===== src/rtl/acc_pkg.sv =====
package acc_pkg;

  typedef enum logic [3:0] {
    OP_HALT = 4'd0,
    OP_LOAD = 4'd1,
    OP_XJMP = 4'd2,
    OP_JUMP = 4'd3,
    OP_ADD  = 4'd4,
    OP_XOR  = 4'd5
  } opcode_e;

  typedef enum logic [3:0] {
    CC_ALWAYS = 4'd0,
    CC_CSET   = 4'd1,
    CC_XZERO  = 4'd2,
    CC_CCLR   = 4'd3,
    CC_XNZ    = 4'd4
  } cond_e;

  typedef enum logic [1:0] {
    PC_HOLD,
    PC_STEP,
    PC_JUMP,
    PC_SWAP
  } pc_sel_e;

  typedef enum logic [1:0] {
    X_KEEP,
    X_LOADY,
    X_ADD,
    X_XOR
  } x_sel_e;

  typedef struct packed {
    pc_sel_e pcSel;
    x_sel_e  xSel;
    logic    goHalt;
  } ctrl_t;

endpackage


===== src/rtl/acc_bank_ring.sv =====
module acc_bank_ring #(
  parameter int BANK_W = 2
) (
  input  logic              clk,
  input  logic              rst_n,
  output logic [BANK_W-1:0] bank
);

  localparam logic [BANK_W-1:0] ONE = BANK_W'(1);

  always_ff @(posedge clk or negedge rst_n) begin
    if (!rst_n) bank <= '0;
    else        bank <= bank + ONE;
  end

endmodule


===== src/rtl/acc_ctrl.sv =====
module acc_ctrl
  import acc_pkg::*;
#(
  parameter int OP_W   = 4,
  parameter int BANK_W = 2
) (
  input  logic [OP_W-1:0]   opcode,
  input  logic [3:0]        condCode,
  input  logic [BANK_W-1:0] pcLow,
  input  logic [BANK_W-1:0] activeBank,
  input  logic              halted,
  input  logic              carry,
  input  logic              xZero,
  output logic              issue,
  output ctrl_t             ctrl
);

  logic taken;

  always_comb begin
    unique case (condCode)
      CC_CSET:  taken = carry;
      CC_XZERO: taken = xZero;
      CC_CCLR:  taken = !carry;
      CC_XNZ:   taken = !xZero;
      default:  taken = 1'b1;
    endcase
  end

  assign issue = !halted && (pcLow == activeBank);

  always_comb begin
    ctrl.pcSel  = PC_HOLD;
    ctrl.xSel   = X_KEEP;
    ctrl.goHalt = 1'b0;
    if (issue) begin
      unique case (opcode)
        OP_HALT: ctrl.goHalt = 1'b1;
        OP_LOAD: begin
          ctrl.xSel  = X_LOADY;
          ctrl.pcSel = PC_STEP;
        end
        OP_XJMP: begin
          ctrl.xSel  = X_LOADY;
          ctrl.pcSel = PC_SWAP;
        end
        OP_JUMP: ctrl.pcSel = taken ? PC_JUMP : PC_STEP;
        OP_ADD: begin
          ctrl.xSel  = X_ADD;
          ctrl.pcSel = PC_STEP;
        end
        OP_XOR: begin
          ctrl.xSel  = X_XOR;
          ctrl.pcSel = PC_STEP;
        end
        default: ctrl.pcSel = PC_STEP;
      endcase
    end
  end

endmodule


===== src/rtl/acc_dpath.sv =====
module acc_dpath
  import acc_pkg::*;
#(
  parameter int ADDR_W = 14,
  parameter int DATA_W = 32
) (
  input  logic              clk,
  input  logic              rst_n,
  input  ctrl_t             ctrl,
  input  logic [DATA_W-1:0] operand,
  output logic [ADDR_W-1:0] pc,
  output logic [DATA_W-1:0] x,
  output logic              carry,
  output logic              halted,
  output logic              xZero
);

  localparam logic [ADDR_W-1:0] PC_ONE = ADDR_W'(1);

  logic [DATA_W:0]   sum;
  logic [ADDR_W-1:0] pcNext;

  assign sum   = {1'b0, x} + {1'b0, operand};
  assign xZero = (x == '0);

  always_comb begin
    unique case (ctrl.pcSel)
      PC_STEP: pcNext = pc + PC_ONE;
      PC_JUMP: pcNext = operand[ADDR_W-1:0];
      PC_SWAP: pcNext = x[ADDR_W-1:0];
      default: pcNext = pc;
    endcase
  end

  always_ff @(posedge clk or negedge rst_n) begin
    if (!rst_n) begin
      pc     <= '0;
      x      <= '0;
      carry  <= 1'b0;
      halted <= 1'b0;
    end else begin
      pc <= pcNext;
      if (ctrl.goHalt) halted <= 1'b1;
      unique case (ctrl.xSel)
        X_LOADY: x <= operand;
        X_ADD:   {carry, x} <= sum;
        X_XOR:   x <= x ^ operand;
        default: ;
      endcase
    end
  end

endmodule


===== src/rtl/acc_core.sv =====
module acc_core
  import acc_pkg::*;
#(
  parameter int ADDR_W = 14,
  parameter int DATA_W = 32,
  parameter int OP_W   = 4,
  parameter int BANK_W = 2
) (
  input  logic                   clk,
  input  logic                   rst_n,
  input  logic [OP_W+DATA_W-1:0] fetchWord,
  output logic [ADDR_W-1:0]      fetchAddr,
  output logic                   issue,
  output logic                   halted,
  output logic [DATA_W-1:0]      accX,
  output logic                   accC,
  output logic [BANK_W-1:0]      activeBank
);

  localparam int WORD_W = OP_W + DATA_W;

  ctrl_t       ctrl;
  logic        xZero;
  logic [OP_W-1:0]   opcode;
  logic [DATA_W-1:0] operand;

  assign opcode  = fetchWord[WORD_W-1 -: OP_W];
  assign operand = fetchWord[DATA_W-1:0];

  acc_bank_ring #(.BANK_W(BANK_W)) u_ring (
    .clk   (clk),
    .rst_n (rst_n),
    .bank  (activeBank)
  );

  acc_ctrl #(.OP_W(OP_W), .BANK_W(BANK_W)) u_ctrl (
    .opcode     (opcode),
    .condCode   (operand[DATA_W-1 -: 4]),
    .pcLow      (fetchAddr[BANK_W-1:0]),
    .activeBank (activeBank),
    .halted     (halted),
    .carry      (accC),
    .xZero      (xZero),
    .issue      (issue),
    .ctrl       (ctrl)
  );

  acc_dpath #(.ADDR_W(ADDR_W), .DATA_W(DATA_W)) u_dpath (
    .clk     (clk),
    .rst_n   (rst_n),
    .ctrl    (ctrl),
    .operand (operand),
    .pc      (fetchAddr),
    .x       (accX),
    .carry   (accC),
    .halted  (halted),
    .xZero   (xZero)
  );

endmodule


===== config.mk =====
export PLATFORM = sky130hd
export DESIGN_NAME = acc_core
export DESIGN_NICKNAME = d
export VERILOG_FILES = /design/src/rtl/acc_pkg.sv /design/src/rtl/acc_bank_ring.sv /design/src/rtl/acc_ctrl.sv /design/src/rtl/acc_dpath.sv /design/src/rtl/acc_core.sv
export SDC_FILE = /design/constraint.sdc
export NUM_CORES = 1
export LEC_CHECK = 0
export BUFFER_PORTS_ARGS = -buffer_cell sky130_fd_sc_hd__buf_2
export CAP_MARGIN = 20
export CORE_MARGIN = 3
export CORE_UTILIZATION = 25
export CTS_CLUSTER_DIAMETER = 50
export DETAILED_ROUTE_END_ITERATION = 16
export HOLD_SLACK_MARGIN = 0.02
export SLEW_MARGIN = 20
export SYNTH_ARGS = -nofsm -noshare
export SYNTH_HDL_FRONTEND = slang
export SYNTH_HIERARCHICAL = 1
export SYNTH_SLANG_ARGS = --single-unit

===== constraint.sdc =====
create_clock -name clk -period 6.22 [get_ports clk]
set_clock_uncertainty 0.05 [all_clocks]
set_input_delay 0.933 -clock clk [delete_from_list [all_inputs] [get_ports clk]]
set_output_delay 0.933 -clock clk [all_outputs]
set_load 0.02 [all_outputs]

After elaboration in Yosys (flattened, before gate mapping)
Cells that the tools add are included.
{ "classes": {"reduce_logical": 9, "mux": 8, "bitwise": 1, "eq_ne": 16, "n_addsub": 3} }
{ "op_table": {"columns": ["cell", "count"], "rows": [
  ["one-hot mux 32 bit (3 select lines)", 1],
  ["one-hot mux 14 bit (3 select lines)", 1],
  ["adder 32 x 32 -> 33 bit", 1],
  ["zero test 32 bit", 1],
  ["XOR 32 bit", 1],
  ["== test 4 x 2 -> 1 bit, second input constant", 4],
  ["adder 14 x 1 -> 14 bit, second input constant", 1],
  ["== test 4 x 3 -> 1 bit, second input constant", 3],
  ["one-hot mux 2 bit (3 select lines)", 2],
  ["== test 2 bit, second input constant", 4],
  ["== test 4 x 1 -> 1 bit, second input constant", 2],
  ["nonzero test 3 bit", 2],
  ["2-to-1 mux 5 bit", 1],
  ["== test 2 x 1 -> 1 bit, second input constant", 2],
  ["zero test 4 bit", 1],
  ["one-hot mux 1 bit (4 select lines)", 1],
  ["zero test 1 bit", 3],
  ["adder 2 x 1 -> 2 bit, second input constant", 1],
  ["== test 2 bit", 1],
  ["2-to-1 mux 2 bit", 1],
  ["OR reduction 2 bit", 1],
  ["logical AND 1 bit", 1],
  ["2-to-1 mux 1 bit", 1]
]} }
{ "totals": {"input_bits": 38, "ff_bits": 50, "output_inout_bits": 51, "elab_cells": 42} }

Depth between registers and ports, before layout
{ "logic_depth": {"depth_word": 8, "depth_mapped": 12, "mapped_depth_nobuf": 12} }

Hierarchy
The synthesis kept the hierarchy.
{ "by_module_without_submodules": {"columns": ["module", "n_inst", "seq_area_each_um2", "cells_per_inst", "area_each_um2"], "rows": [
  ["acc_dpath", 1, 1201.2, 544, 4565.6],
  ["acc_ctrl", 1, 0.0, 21, 138.9],
  ["acc_bank_ring", 1, 50.0, 4, 62.6]
]} }

Worst setup path before layout
No wires, ideal clock.
{ "synth_path": {"kind": "register -> register", "start": "reg u_dpath.pc[1]", "end": "reg u_dpath.x[31]", "synth_period_minus_slack_ps": 3262, "path_stages_with_launch": 12, "setup_ps": 145, "path_buffers": 0, "arrival_time_ps": 3067, "slack_ps": 2958, "t_required_ps": 6025, "cell_sequence": "dfrtp_1 -> xor2_1 -> nor3_1 -> nand2b_1 -> nor2_1 -> o21bai_1 -> o32ai_2 -> a31oi_1 -> o22ai_1 -> a221oi_1 -> xor2_1 -> mux2i_1"} }
{ "synth_lines": {"columns": ["element", "line_no", "rtl"], "rows": [
  ["start: declaration", "acc_dpath.sv:11", "output logic [ADDR_W-1:0] pc,"],
  ["start signal: assignment", "acc_dpath.sv:42", "pc <= pcNext;"],
  ["end signal: assignment", "acc_dpath.sv:45", "X_LOADY: x <= operand;"],
  ["end signal: assignment", "acc_dpath.sv:46", "X_ADD: {carry, x} <= sum;"],
  ["end signal: assignment", "acc_dpath.sv:47", "X_XOR: x <= x ^ operand;"],
  ["end: declaration", "acc_dpath.sv:12", "output logic [DATA_W-1:0] x,"]
]} }

==> flow_summary.yaml <==
run_status:
  status: "completed"
floorplanning:
  core_area_mm2: 0.0183
  io_pins: 89
  fp.dieH_um: 144
  die_x_um: 144
  core.rowCount: 49
  fp.dieArea_mm2: 0.0208
  start_util_pct: 26.0
critical_path:
  crit_slowest_cell: "o211a_1"
  max_stage_delay_ns: 0.84
  cp-end-kind: "flip-flop"
  timing.rr.start: "u_dpath/x[25]"
  cp.required_ns: 6.34
  path_cells: "nor4_1 -> nand4_1 -> nor2_1 -> nand3_1 -> a31oi_1 -> o211a_1 -> and3_1 -> and3_1 -> nand3_1 -> xnor2_1 -> nor2_1 -> a21oi_1"
  reg2reg_depth: 12
  worst-r2r-setup-slack_ns: 2.33
  start_kind: "flip-flop"
  reg2reg_to: "u_dpath/pc[11]"
  crit_arrival_ns: 4.01
  worst-setup-path-type: "flip-flop to flip-flop"
  critPathBufInv: 0
  path_max_fanout: 22
  critPathTopFamily: "simple AND/OR/NAND/NOR gates"
timing:
  fmax_mhz: 257
  fin_ws_ns: 2.33
  fin_setup_tns_ns: 0
  slew_headroom_pct: 38.2
  grt_setup_unrepaired: "no"
  period_share_pct: 62.5
  setup_viol: 0
  worst_pin_slew_ns: 0.926
  hold_viol: 0
  final.min_clock_period_ns: 3.89
  slew_viol_final: 0
pwr:
  p_leak_nw: 2.25
  p_int_mw: 1.33
  p_sw_share_pct: 52.4
  ir_worst_vdd_mv: 0.191
  p_comb_share_pct: 64.8
  power_frac_seq_pct: 24.4
  pwr-share-clk_pct: 10.8
  netSwitchingPower_mw: 1.47
  powerDensity_mw_per_mm2: 509
cts:
  clock_latency_ns: 0.30
  clock_tree.buffer_depth: 2
  cts_tree: "done"
  cts-root-buf: "clkbuf_16"
  hold_buffers: 0
  numClockSinks: 50
  numCtsBuffers: 5
  htree_levels: 2
  post_cts_buffers: 0
  post_cts_resized: 0
  path_clk_slew_ns: 0.07
synthesis:
  ys_seq_area_share_pct: 26.2
  synth_warnings: 6
  avgSynthCellArea_um2: 8.38
  synthDistinctLibCells: 65
  synthesis.nets: 641
  synthFlopType: "dfrtp_1"
  ys_ff_latch: 50
  synth_area_mm2: 0.00477
  synth_edf_count: 0
  synthCells: 569
  synth-async-reset-ratio_pct: 100
hold_path:
  holdPathEnd: "u_ring/bank[0]"
  hold_path.startpoint: "u_ring/bank[0]"
  hold_path_depth: 1
  hold_path.class: "flip-flop to flip-flop"
global_route:
  antenna_found_initial: 1
  grt_usage_pct: 14.6
  overflow: 0
  grt_pass1_wl_um: 24200
  first_global_vias: 4448
  grt_max_degree: 58
layout:
  finish.utilization_pct: 30.0
  layout-drive-gt1-share_pct: 18.3
  n_antenna_cell: 0
  syn2layout_area_growth_pct: 15.5
  nets: 710
  fill_cells: 1971
job:
  cap_violations: 0
placement:
  hpwl_um: 11800
  port_buffers: 88
  place_ws_ns: 2.29
  gp_congestion: 0.890
route:
  initialDrtViolationCount: 348
  drcViolationCount: 0
  routed_wl_um: 15400
  vias_per_cell: 5.36
  vias: 4650
  ant_nets: 0
  dr.pass1.iters: 7
  wl_per_cell_um: 17.7
through the flow:
step	cell area (um^2)	total power [mW]	hold WS, ns	std cells
6_report	5500	2.80	0.452	868
5_1_grt	5500	3.05	0.471	868
4_1_cts	5500	2.80	0.456	868
3_5_place_dp	5350	2.49	0.444	860
3_3_place_gp	5350	2.48	0.439	860
2_1_floorplan	4770	1.98	0.527	569
cells in the mapped netlist (12+ instances only):
cell      number  area share (%)
xnor2_1       17             3.1
inv_1         14             1.1
dfrtp_1       50              26
xor2_1        25             4.6
o21ai_0       40             4.2
clkbuf_1      12            0.94
mux2i_1       48              10
ha_1          33             8.7
nand2_1       55             4.3
nor2_1        46             3.6
a21oi_1       58             6.1
nand4_1       14             1.8
layer usage:
layer	part of all wire [%]	GRT usage [%]	vias to the layer above
li1	-	-	2247
met5	0.046	0	-
met2	47	24.3	159
met3	6.9	3.01	19
met1	45	19.8	2223
met4	1.2	2.38	2
power by group through the flow:
stage / logic, mW / registers [mW] / clock network [mW]
floorplan: 1.17 / 0.811 / 0
detailed placement: 1.80 / 0.693 / 0
CTS: 1.81 / 0.688 / 0.308
global route: 2.01 / 0.717 / 0.322
finish: 1.81 / 0.685 / 0.302
global placement: 1.79 / 0.696 / 0
cell usage in the layout, fill, tap and decap left out, types with 6 or more instances in the layout:
master / instances
buf_2: 88
xnor2_1: 17
nand2_1: 55
o21a_1: 7
a31oi_1: 10
o21ai_0: 40
and3_1: 6
a211oi_1: 10
nor2_1: 45
ha_1: 33
inv_1: 14
nor4_1: 10
a21oi_1: 58
o21bai_1: 6
dfrtp_1: 50
nor3_1: 6
xor2_1: 25
nand3_1: 10
nand4_1: 14
mux2i_1: 48
cell families (layout without fill, tap and decap cells):
kind of cell    count (synthesis)  after routing  share of synthesized area [%]
mux                            51             51                           11.3
buf+inv                        45            115                           5.30
flops                          50             50                           26.2
fa+ha+maj                      34             34                           9.08
simple gates                  179            179                           18.6
xor+xnor                       42             42                           7.72
compound gates                168            168                           21.8
how the worst max path moves through the flow:
stage                              from              to  slack (ns)  cells after the start
after floorplan           u_dpath/pc[1]   u_dpath/x[31]        2.96                     11
after global placement    fetchWord[28]  u_dpath/pc[11]        2.35                     10
after detailed placement  fetchWord[28]  u_dpath/pc[11]        2.29                     10
after CTS                 u_dpath/x[25]  u_dpath/pc[11]        2.36                     12
after global routing      u_dpath/x[29]  u_dpath/pc[11]        2.12                     12
final                     u_dpath/x[25]  u_dpath/pc[11]        2.33                     12
cell type report:
cell class / count / area, um^2 / share of cell area [%]
Clock buffer: 6 / 139 / 2.52
Clock inverter: 2 / 16.3 / 0.296
Inverter: 14 / 52.6 / 0.955
Multi-Input combinational cell: 474 / 3280 / 59.6
Sequential cell: 50 / 1250 / 22.7
Tap cell: 229 / 287 / 5.21
Timing Repair Buffer: 93 / 478 / 8.68
worst register-to-register path, cell delays in order (launching register included):
cell     delay, ns
dfrtp_1       0.43
nor4_1        0.59
nand4_1       0.21
nor2_1        0.26
nand3_1       0.11
a31oi_1       0.33
o211a_1       0.84
and3_1        0.33
and3_1        0.23
nand3_1       0.11
xnor2_1       0.14
nor2_1        0.09
a21oi_1       0.04
flip-flops by register name, indices dropped and copies added (netlist names):
| name | flops |
|---|---|
| u_dpath/x | 32 |
| u_dpath/pc | 14 |
| u_ring/bank | 2 |
| u_dpath/carry | 1 |
| u_dpath/halted | 1 |
No activity file was read; power rests on OpenSTA's default activity.
